<file path="src/rtl/npc_pkg.sv">
package npc_pkg;

    localparam logic [6:0] OPC_COND_BR  = 7'b1100011;
    localparam logic [6:0] OPC_REL_JUMP = 7'b1101111;
    localparam logic [6:0] OPC_REG_JUMP = 7'b1100111;

    localparam logic [2:0] CMP_EQ  = 3'b000;
    localparam logic [2:0] CMP_NE  = 3'b001;
    localparam logic [2:0] CMP_LT  = 3'b100;
    localparam logic [2:0] CMP_GE  = 3'b101;
    localparam logic [2:0] CMP_LTU = 3'b110;
    localparam logic [2:0] CMP_GEU = 3'b111;

    typedef enum logic [1:0] {
        FLOW_SEQ,
        FLOW_COND,
        FLOW_REL,
        FLOW_REG
    } flow_kind_e;

endpackage

</file>
<file path="src/rtl/npc_cond.sv">
module npc_cond
    import npc_pkg::*;
#(
    parameter int W = 32
) (
    input  logic [W-1:0] lhs,
    input  logic [W-1:0] rhs,
    input  logic [2:0]   cond_sel,
    output logic         taken
);
    logic is_eq;
    logic is_lt_s;
    logic is_lt_u;

    always_comb begin
        is_eq   = (lhs == rhs);
        is_lt_s = ($signed(lhs) < $signed(rhs));
        is_lt_u = (lhs < rhs);
        unique case (cond_sel)
            CMP_EQ:  taken = is_eq;
            CMP_NE:  taken = !is_eq;
            CMP_LT:  taken = is_lt_s;
            CMP_GE:  taken = !is_lt_s;
            CMP_LTU: taken = is_lt_u;
            CMP_GEU: taken = !is_lt_u;
            default: taken = 1'b0;
        endcase
    end

endmodule

</file>
<file path="src/rtl/npc_adders.sv">
module npc_adders #(
    parameter int W         = 32,
    parameter int INSN_BYTES = 4
) (
    input  logic [W-1:0] cur_pc,
    input  logic [W-1:0] offset,
    input  logic [W-1:0] base,
    output logic [W-1:0] seq_pc,
    output logic [W-1:0] rel_pc,
    output logic [W-1:0] reg_pc
);
    localparam logic [W-1:0] STEP_BYTES = W'(INSN_BYTES);

    always_comb begin
        seq_pc = cur_pc + STEP_BYTES;
        rel_pc = cur_pc + offset;
        reg_pc = base + offset;
    end

endmodule

</file>
<file path="src/rtl/npc_unit.sv">
module npc_unit
    import npc_pkg::*;
#(
    parameter int          XLEN      = 32,
    parameter logic [31:0] RESET_VEC = 32'h0000_0000
) (
    input  logic            clk,
    input  logic            rst,
    input  logic            step,
    input  logic [6:0]      opcode,
    input  logic [2:0]      funct3,
    input  logic [4:0]      rd_idx,
    input  logic [XLEN-1:0] imm,
    input  logic [XLEN-1:0] rs1_val,
    input  logic [XLEN-1:0] rs2_val,
    output logic [XLEN-1:0] pc,
    output logic [XLEN-1:0] next_pc,
    output logic [XLEN-1:0] link_val,
    output logic            link_we,
    output logic            misalign
);
    localparam logic [XLEN-1:0] BOOT_PC = XLEN'(RESET_VEC);

    typedef struct packed {
        logic [XLEN-1:0] pc;
    } npc_state_t;

    npc_state_t st_d, st_q;
    flow_kind_e kind_d;

    logic            br_taken_d;
    logic [XLEN-1:0] seq_pc_d, rel_pc_d, reg_pc_d;
    logic            rd_live_d;

    npc_cond #(.W(XLEN)) u_cond (
        .lhs      (rs1_val),
        .rhs      (rs2_val),
        .cond_sel (funct3),
        .taken    (br_taken_d)
    );

    npc_adders #(.W(XLEN), .INSN_BYTES(4)) u_add (
        .cur_pc (st_q.pc),
        .offset (imm),
        .base   (rs1_val),
        .seq_pc (seq_pc_d),
        .rel_pc (rel_pc_d),
        .reg_pc (reg_pc_d)
    );

    always_comb begin
        rd_live_d = (rd_idx != 5'd0);
        if (opcode == OPC_COND_BR)
            kind_d = FLOW_COND;
        else if (opcode == OPC_REL_JUMP)
            kind_d = FLOW_REL;
        else if (opcode == OPC_REG_JUMP && funct3 == 3'b000)
            kind_d = FLOW_REG;
        else
            kind_d = FLOW_SEQ;

        next_pc  = seq_pc_d;
        link_val = seq_pc_d;
        link_we  = 1'b0;
        misalign = 1'b0;
        unique case (kind_d)
            FLOW_COND: next_pc = br_taken_d ? rel_pc_d : seq_pc_d;
            FLOW_REL: begin
                next_pc = rel_pc_d;
                link_we = rd_live_d;
            end
            FLOW_REG: begin
                if (reg_pc_d[1]) begin
                    misalign = 1'b1;
                    next_pc  = st_q.pc;
                end else begin
                    next_pc = {reg_pc_d[XLEN-1:1], 1'b0};
                    link_we = rd_live_d;
                end
            end
            default: next_pc = seq_pc_d;
        endcase

        st_d = st_q;
        if (rst)
            st_d.pc = BOOT_PC;
        else if (step && !misalign)
            st_d.pc = next_pc;
    end

    always_ff @(posedge clk) begin
        st_q <= st_d;
    end

    assign pc = st_q.pc;

    AST_RESET_LOADS_VEC: assert property (@(posedge clk) rst |=> pc == BOOT_PC);
    AST_FAULT_BLOCKS_LINK: assert property (@(posedge clk) disable iff (rst)
        misalign |-> !link_we && next_pc == pc);
    AST_FAULT_HOLDS_PC: assert property (@(posedge clk) disable iff (rst)
        (step && misalign) |=> $stable(pc));
    AST_IDLE_HOLDS_PC: assert property (@(posedge clk) disable iff (rst)
        !step |=> $stable(pc));
    AST_X0_NEVER_LINKED: assert property (@(posedge clk) disable iff (rst)
        rd_idx == 5'd0 |-> !link_we);
    AST_FAULT_ONLY_REG_JUMP: assert property (@(posedge clk) disable iff (rst)
        misalign |-> opcode == OPC_REG_JUMP);
    AST_REG_TARGET_EVEN: assert property (@(posedge clk) disable iff (rst)
        (opcode == OPC_REG_JUMP && funct3 == 3'b000 && !misalign) |-> !next_pc[0]);

endmodule

</file>
<file path="config.mk">
export PLATFORM = sky130hd
export DESIGN_NAME = npc_unit
export DESIGN_NICKNAME = d
export VERILOG_FILES = /design/src/rtl/npc_pkg.sv /design/src/rtl/npc_cond.sv /design/src/rtl/npc_adders.sv /design/src/rtl/npc_unit.sv
export SDC_FILE = /design/constraint.sdc
export NUM_CORES = 1
export LEC_CHECK = 0
export ABC_AREA = 1
export ABC_CLOCK_PERIOD_IN_PS = 3150
export BUFFER_PORTS_ARGS = -buffer_cell sky130_fd_sc_hd__buf_2
export CAP_MARGIN = 10
export CORE_ASPECT_RATIO = 1.1
export CORE_MARGIN = 1.5
export CORE_UTILIZATION = 58
export CTS_CLUSTER_DIAMETER = 50
export DETAILED_ROUTE_END_ITERATION = 6
export PLACE_DENSITY = 0.84
export SLEW_MARGIN = 10
export SYNTH_ARGS = -nofsm -noshare
export SYNTH_HDL_FRONTEND = slang
export SYNTH_HIERARCHICAL = 1
export SYNTH_SLANG_ARGS = --single-unit
</file>
<file path="constraint.sdc">
create_clock -name clk -period 3.15 [get_ports clk]
set_input_delay 0.315 -clock clk [delete_from_list [all_inputs] [get_ports clk]]
set_output_delay 0.315 -clock clk [all_outputs]
set_load 0.05 [all_outputs]
</file>
==> summary.md <==
| Metric | Value |
|---|---|
| Synth warn | 6 |
| Die area | 0.0175 mm^2 |
| R2R Setup Slk | 0.63 ns |
| Most frequent CP cell | nand2_2 |
| CP Data Required Time | 2.83 ns |
| Routed wire length | 40.3 mm |
| Hold Crit Depth | 4 |
| Unique masters post-synth | 37 |
| Row Count | 49 |
| Simple logic cell fraction of the synthesized area | 49.8% |
| Crit-path cells | buf_2, ha_1, nand2_1, nor2_4, buf_4, nand2_1, nand2_2, a21oi_4, nand2_4, nand2_2, nand2_2, nor2_4, nand3_4, inv_8, clkbuf_16, nand2_2, a21boi_2, nor2_1, nor2_1, nand2_1, buf_6 |
| Global-route usage over all layers | 41.7% |
| CP peak stage delay | 0.33 ns |
| Antenna Cells | 0 |
| Fraction of layout cells with a size suffix above 1 | 22.0% |
| Mux cell area share after synthesis | 0% |
| Avg Cell Area, Syn | 5.11 um^2 |
| Pwr Total | 3.44 mW |
| Hold WS | 0.620 ns |
| Post-DR vias/cell | 5.70 |
| Boundary Pins | 212 |
| Post-detail-place hpwl | 30.0 mm |
| Leak | 7.76 nW |
| Die H | 139 um |
| Clock latency on the worst-skew pair | 0.29 ns |
| Root Buffer | clkbuf_16 |
| Ys flop type | dfxtp_1 |
| Area grow syn2layout | 29.1% |
| Initial antenna violation count | 0 |
| Htree depth | 2 |
| Post-synth top area cell | nand2_1 |
| Max-Cap Viols | 0 |
| Reg-to-reg startpoint | pc[6] |
| Die W | 126 um |
| Largest net degree at the start of global routing | 65 |
| Fin crit share | 105% |
| Clk sinks | 32 |
| Number of flip-flops under the largest register name | 32 |
| Syn Inst Count | 1903 |
| Mapped cell area | 0.00972 mm^2 |
| Worst hold path class | reg2reg |
| Cts bufs inserted | 5 |
| Compound-Gate Fraction of Synth Area | 9.32% |
| Skew final | 0.00842 ns |
| DRC viols | 0 |
| First-pass DRT Iterations | 6 |
| Initial DRC count | 1633 |
| Sequential-to-total area share from yosys stat | 6.59% |
| Hold Crit Start | pc[3] |
| First-pass GRT wire length | 58.6 mm |
| Ys async rst share | 0% |
| Port buffer count | 211 |
| Worst reg-to-reg path cell count | 18 |
| WL/cell | 17.2 um |
| CTS clock-pin slew for the worst setup and hold paths | 0.06 ns |
| Post-synthesis adder-cell area fraction | 12.6% |
| Pins Over Slew Limit | 0 |
| Buf+Inv Stages, Crit Path | 5 |
| Post-synth top area share | 27.5% |
| Initial core utilization | 59.4% |
| Slew headroom | 46.9% |
| Maximum vdd drop | 0.221 mV |
| Fmax | 303 MHz |
| Post-route cell area | 0.0125 mm^2 |
| Nets@finish | 2351 |
| Crit Path Category | in2out |
| Failing checks | setup timing |
| Gpl congestion | 1.00 |
| Worst slew pin tran | 0.796 ns |
| Final Worst Setup Slack | -0.150 ns |
| Post-Route Utilization | 76.6% |
| CP max stage cell | ha_1 |
| Core Area | 0.0164 mm^2 |
| Routed via count | 13368 |
| Setup violators final | 32 |
| Total Neg Setup Slack | -2.29 ns |
| Min Tclk post-route | 3.30 ns |
| FF+latch count, synth | 32 |
| Largest family of logic cells by synthesized area | simple AND/OR/NAND/NOR gates |
| Synth Net Count | 2114 |
| Hold Path End | pc[3] |
| Placed cell area | 0.0113 mm^2 |
| Startpoint types | primary input |
| Status | finished, violations left |
| Reg2reg end | pc[20] |
| Crit-path leading delay family | simple AND/OR/NAND/NOR gates |
| Antenna Nets Post-Route | 0 |
| Synth Area in XOR/XNOR | 5.32% |
| Hold Fails Final Rpt | 0 |
| RSZ-0062 raised after global routing | yes |
| Worst setup EP type | output pin |
| Vias in the first global route | 11723 |
| CP max FO | 6 |
| Area contributors post-synth | nand2_1 (28%), inv_1 (13%), ha_1 (12%) |
| Max clock buf depth | 2 |
| Synth cell count leaders | nand2_1 (712), inv_1 (346), nor2_1 (177) |
| Count leader, synth | nand2_1 |
| Number of synthesized flops with an enable pin | 0 |
| Worst path arrival time | 2.99 ns |
| CTS tree | done |
| Pwr dens | 274 mW/mm^2 |
| Grt total ovfl | 0 |
| Hold buffer count at CTS | 0 |
==> metal layers <==
metal  wire length [um]  track usage (%)
met1              14500             49.6
met2              18300             70.6
met4               3430             26.5
met5                  0                0
met3               4120             5.52
==> cells by family (layout without fill, tap and decap cells) <==
| logic type | after synthesis | count (layout) |
|---|---|---|
| DFF | 32 | 32 |
| and+or+nand+nor | 1154 | 1154 |
| AOI/OAI and AO/OA | 160 | 160 |
| buffers and inverters | 401 | 639 |
| adders and majority gates | 97 | 97 |
| xor gates and xnor gates | 59 | 59 |
==> tightest hold or removal path, cell delays in order, from the launching register on <==
cell and delay (ns):
dfxtp_2 0.35, inv_1 0.08, a21oi_1 0.06, nand2_1 0.06, inv_1 0.03
==> what timing repair did <==
item                                    CTS  global route
gates cloned                              0             4
resized for setup                         8           263
pin swaps                                 2            67
setup buffers                             0            14
endpoints found under the setup margin   26            32
==> layout by cell type, fill, tap and decap left out, types with 20 or more instances in the layout <==
cell type and instances:
nand2_1 668, nand3_1 163, a21boi_2 25, nand2_2 49, inv_1 339, xor2_1 32
buf_6 31, dfxtp_1 25, buf_4 59, ha_1 75, nor2_1 169, a21oi_1 77
buf_2 176, o21ai_1 20, nand4_1 45
==> stage by stage <==
stage               cells  setup WS [ns]
floorplan            1903        -0.0598
detailed placement   2319        -0.0402
global placement     2319         0.0473
global route         2345         -0.367
CTS                  2327        0.00932
finish               2345         -0.150
==> worst max path at each step <==
stage	startpoint	to	slack, ns	depth (start not counted)
2_1_floorplan	pc[2]	next_pc[26]	-0.06	10
3_3_place_gp	rs1_val[31]	next_pc[30]	0.05	20
4_1_cts	pc[0]	next_pc[28]	0.009	17
3_5_place_dp	rs1_val[21]	next_pc[3]	-0.04	19
6_report	rs1_val[28]	next_pc[8]	-0.15	21
5_1_grt	rs2_val[22]	next_pc[8]	-0.37	21
==> layout make-up <==
class	instances	area (um^2)
multi-input cells	1470	8220
fillers	1382	3830
repair buffers	278	1930
inverters	353	1340
flip-flops and latches	32	649
well taps	204	255
clock buffers	6	139
clock inverters	2	10.0
==> power breakdown <==
part | internal [mW] | total [mW] | switching, mW
combinational | 0.830 | 2.45 | 1.62
sequential | 0.434 | 0.472 | 0.0380
clock | 0.312 | 0.520 | 0.208
(Power assumes the default switching activity.)
